==> src/rtl/dma_prio_arbiter.sv <==
module dma_prio_arbiter #(
  parameter int NCH = 7,
  parameter int PW = 3,
  parameter int RW = 32,
  parameter logic [RW-1:0] RST_VAL = 32'h07654321
) (
  input  logic          clk,
  input  logic          rst_n,
  input  logic          cfg_we,
  input  logic [RW-1:0] cfg_wdata,
  output logic [RW-1:0] cfg_rdata,
  input  logic [NCH-1:0] req,
  output logic [NCH-1:0] gnt
);
  localparam int FW = PW + 1;

  logic [RW-1:0]           cfg_q;
  logic [NCH-1:0][PW-1:0]  rank;
  logic [NCH-1:0]          en;
  logic [NCH-1:0]          elig;
  logic [NCH-1:0]          win;
  logic                    busy;
  logic                    held;

  for (genvar g = 0; g < NCH; g++) begin : g_field
    assign rank[g] = cfg_q[g*FW +: PW];
    assign en[g]   = cfg_q[g*FW + PW];
  end

  assign elig      = req & en;
  assign busy      = |gnt;
  assign held      = |(gnt & req);
  assign cfg_rdata = cfg_q;

  always_comb begin
    logic [PW-1:0] best;
    logic          found;
    win   = '0;
    best  = '1;
    found = 1'b0;
    for (int n = 0; n < NCH; n++) begin
      if (elig[n] && (!found || rank[n] <= best)) begin
        win    = '0;
        win[n] = 1'b1;
        best   = rank[n];
        found  = 1'b1;
      end
    end
  end

  always_ff @(posedge clk or negedge rst_n) begin
    if (!rst_n)      cfg_q <= RST_VAL;
    else if (cfg_we) cfg_q <= cfg_wdata;
  end

  always_ff @(posedge clk or negedge rst_n) begin
    if (!rst_n)     gnt <= '0;
    else if (busy) begin
      if (!held)    gnt <= '0;
    end
    else            gnt <= win;
  end

  assert_onehot_R6: assert property (@(posedge clk) disable iff (!rst_n)
    $onehot0(gnt));

  assert_idle_R6: assert property (@(posedge clk) disable iff (!rst_n)
    (!busy && elig == '0) |=> (gnt == '0));

  assert_hold_R7: assert property (@(posedge clk) disable iff (!rst_n)
    held |=> $stable(gnt));

  assert_release_R8: assert property (@(posedge clk) disable iff (!rst_n)
    (busy && !held) |=> (gnt == '0));

  for (genvar g = 0; g < NCH; g++) begin : g_chk
    assert_enabled_R5: assert property (@(posedge clk) disable iff (!rst_n)
      $rose(gnt[g]) |-> ($past(en[g]) && $past(req[g])));
  end
endmodule

==> config.mk <==
export PLATFORM = sky130hd
export DESIGN_NAME = dma_prio_arbiter
export DESIGN_NICKNAME = d
export VERILOG_FILES = /design/src/rtl/dma_prio_arbiter.sv
export SDC_FILE = /design/constraint.sdc
export NUM_CORES = 1
export LEC_CHECK = 0
export BUFFER_PORTS_ARGS = -buffer_cell sky130_fd_sc_hd__buf_2
export CORE_MARGIN = 1
export CORE_UTILIZATION = 44
export DETAILED_ROUTE_END_ITERATION = 12
export PLACE_DENSITY = 0.74
export SETUP_SLACK_MARGIN = 0.3
export SLEW_MARGIN = 20
export SYNTH_ARGS = -nofsm -noshare
export SYNTH_HDL_FRONTEND = slang
export SYNTH_SLANG_ARGS = --single-unit
==> constraint.sdc <==
create_clock -name clk -period 10.4 [get_ports clk]
set_input_delay 2.08 -clock clk [delete_from_list [all_inputs] [get_ports clk]]
set_output_delay 2.08 -clock clk [all_outputs]
set_load 0.03 [all_outputs]
==> impl_metrics.env <==
export IMPL_outcome="finished clean"
export IMPL_fin_worst_skew_ns=0.00402
export IMPL_clock_sinks=39
export IMPL_io_buffers=80
export IMPL_synth_top_family_by_area="compound AO/OA/AOI/OAI gates"
export IMPL_core_um2=4820
export IMPL_final_layout_size_suffix_gt1_share_pct=48.7
export IMPL_clock_fmax_mhz=102
export IMPL_synth_fp_nets=275
export IMPL_synth_fa_ha_area_share_pct=10.0
export IMPL_worstHoldPathType="flop to flop"
export IMPL_crit_family="compound AO/OA/AOI/OAI gates"
export IMPL_cp_common_cell="ha_1"
export IMPL_syn_area_um2=2250
export IMPL_n_fill_cell=421
export IMPL_regArea_um2=991
export IMPL_hpwl_um=4140
export IMPL_grt_max_degree=41
export IMPL_post_route_drc_count=0
export IMPL_cp_data_arrival_time_ns=9.99
export IMPL_slowest_delay_ns=0.45
export IMPL_max_cap_violations=0
export IMPL_grt_pass1_vias=1821
export IMPL_netlist_cell_type_count=43
export IMPL_holdBufCountCts=0
export IMPL_fin_crit_sh_pct=94.1
export IMPL_antenna_found_initial=0
export IMPL_die_w_um=73.4
export IMPL_dr_pass1_iters=4
export IMPL_final_cell_count_no_fill=371
export IMPL_cp_max_fo=8
export IMPL_post_route_util_pct=61.0
export IMPL_synth_xor_area_share_pct=0
export IMPL_critPathSlowestCell="o311a_1"
export IMPL_die_area_um2=5390
export IMPL_rsz0062_at_grt="false"
export IMPL_synth_seq_cells=39
export IMPL_nets=363
export IMPL_clk_pin_slew_ns=0.07
export IMPL_critPathCaptureType="flop"
export IMPL_peakVddDrop_mv=0.0964
export IMPL_viasPerCell=5.60
export IMPL_muxShareOfSynthArea_pct=13.4
export IMPL_syn_to_final_growth_pct=30.9
export IMPL_dp_cells=359
export IMPL_routedWlPerCell_um=15.3
export IMPL_leakage_nw=1.43
export IMPL_ant_nets=0
export IMPL_num_vias=2076
export IMPL_drtIter0Drc=145
export IMPL_synth_compound_area_share_pct=17.3
export IMPL_htreeDepth=2
export IMPL_fin_tns_setup_ns=0
export IMPL_clk_latency_ns=0.29
export IMPL_track_usage_pct=21.0
export IMPL_multiInputGateArea_um2=1270
export IMPL_path_buf_inv=3
export IMPL_yosysWarningCount=0
export IMPL_relSlewSlack_pct=41.8
export IMPL_power_density_nw_per_um2=190
export IMPL_layout_min_cycle_time_ns=9.79
export IMPL_stdcell_area_um2=2940
export IMPL_dpl_instance_area_um2=2720
export IMPL_power_w=0.000558
export IMPL_cp_start_kind="primary input"
export IMPL_rows=25
export IMPL_die_h_um=73.4
export IMPL_synth_simple_area_share_pct=12.1
export IMPL_n_antenna_cell=0
export IMPL_grt_ovfl_total=0
export IMPL_ys_seq_area_share_pct=44.1
export IMPL_cts_buffers=5
export IMPL_syn_inst=215
export IMPL_gp_congestion=0.884
export IMPL_synth_flop_cell="dfrtp_1"
export IMPL_maxSlewViolCount=0
export IMPL_synth_avg_cell_area_um2=10.4
export IMPL_clk_path_buf_depth=2
export IMPL_cts_root_buffer="clkbuf_8"
export IMPL_async_reset_ff_share_pct=100
export IMPL_start_util_pct=46.6
export IMPL_io_pin_count=81
export IMPL_setup_viol=0
export IMPL_cp_required_ns=10.60
export IMPL_grt_first_pass_wirelength_um=8590
export IMPL_synth_edf_count=0
export IMPL_crit_type="primary input to flop"
export IMPL_cts_tree="built"
export IMPL_tightest_slew_ns=0.874
export IMPL_wl_um=5670
export IMPL_hold_viol=0
[what timing repair did]
| item | 4_1_cts | 5_1_grt |
|---|---|---|
| endpoints found under the setup margin | 0 | 6 |
| buffers inserted | 0 | 4 |
| resized for setup | 0 | 17 |
[registers in the layout (all words and copies together), names as in the netlist]
name and flops:
gnt 7, cfg_rdata 32
[report_power, final]
part           switching, W  internal [W]
registers         0.0000230      0.000177
clock network     0.0000520     0.0000605
logic              0.000148     0.0000967
[Yosys cell counts (all sizes together), types with 2 or more instances]
library cell,count,area [um^2]
o211ai,2,15.0
a32oi,2,17.5
mux2i,2,20.0
nor2,8,30.0
nand2,28,105
a31o,2,17.5
mux2,25,282
buf,3,11.3
a21o,2,15.0
nand4,2,12.5
a21oi,9,45.0
inv,14,52.6
ha,18,225
nand3b,2,15.0
a211oi,2,15.0
a22oi,2,15.0
nor2b,3,18.8
a222oi,2,20.0
nand3,7,35.0
a311o,2,20.0
o31ai,6,55.1
dfrtp,27,676
a31oi,2,12.5
and3,3,18.8
o22ai,2,12.5
dfstp,12,315
o21ai,15,75.1
[routing by layer]
layer / wire length [um] / track usage [%] / part of all wire (%) / vias to the layer above
met3: 377 / 4.53 / 6.7 / 18
met5: 0 / 0 / 0 / -
met2: 2630 / 32.2 / 46 / 84
li1: - / - / - / 985
met1: 2530 / 29.2 / 45 / 989
met4: 130 / 7.05 / 2.3 / 0
[path summary, 6_finish.rpt]
kind / cells past startpoint / startpoint / to / slack (ns)
worst max-delay path: 40 / req[0] / gnt[1] / 0.61
worst min-delay path: 1 / cfg_rdata[28] / cfg_rdata[28] / 0.50
worst max register to register: 39 / cfg_rdata[3] / gnt[1] / 2.07
worst min register to register: 1 / cfg_rdata[28] / cfg_rdata[28] / 0.50
max in group asynchronous: 1 / rst_n / cfg_rdata[7] / 7.95
min in group asynchronous: 1 / rst_n / cfg_rdata[17] / 1.90
[final cells by class]
type	count	share of cell area (%)
clock buffers	8	3.41
multi-input cells	158	43.3
well taps	67	2.85
flip-flops and latches	39	33.7
inverters	14	1.79
repair buffers	85	14.9
[layout by cell type, fill, tap and decap left out, drive strengths merged, types with 2 or more instances in the layout]
| master | count |
|---|---|
| a21oi | 9 |
| nand3 | 7 |
| a21o | 2 |
| mux2 | 25 |
| mux2i | 2 |
| buf | 85 |
| ha | 18 |
| nand4 | 2 |
| dfrtp | 27 |
| nor2b | 3 |
| inv | 14 |
| o21ai | 15 |
| clkbuf | 8 |
| a32oi | 2 |
| nand3b | 2 |
| o211ai | 2 |
| o22ai | 2 |
| a22oi | 2 |
| a31oi | 2 |
| nand2 | 28 |
| a211oi | 2 |
| a311o | 2 |
| and3 | 3 |
| dfstp | 12 |
| a31o | 2 |
| nor2 | 8 |
| o31ai | 6 |
| a222oi | 2 |
[cells by family after synthesis]
family | after synthesis
mux | 27
flops | 39
fa+ha+maj | 18
compound gates | 56
simple gates | 57
buf+inv | 18
[metrics by stage]
stage               hold WS, ns  worst slack, ns
floorplan                 0.568             1.07
global placement          0.483            0.390
detailed placement        0.490            0.168
CTS                       0.507            0.448
global route              0.523            0.156
finish                    0.502            0.613
Note: power is estimated with default switching activity, not from simulation.
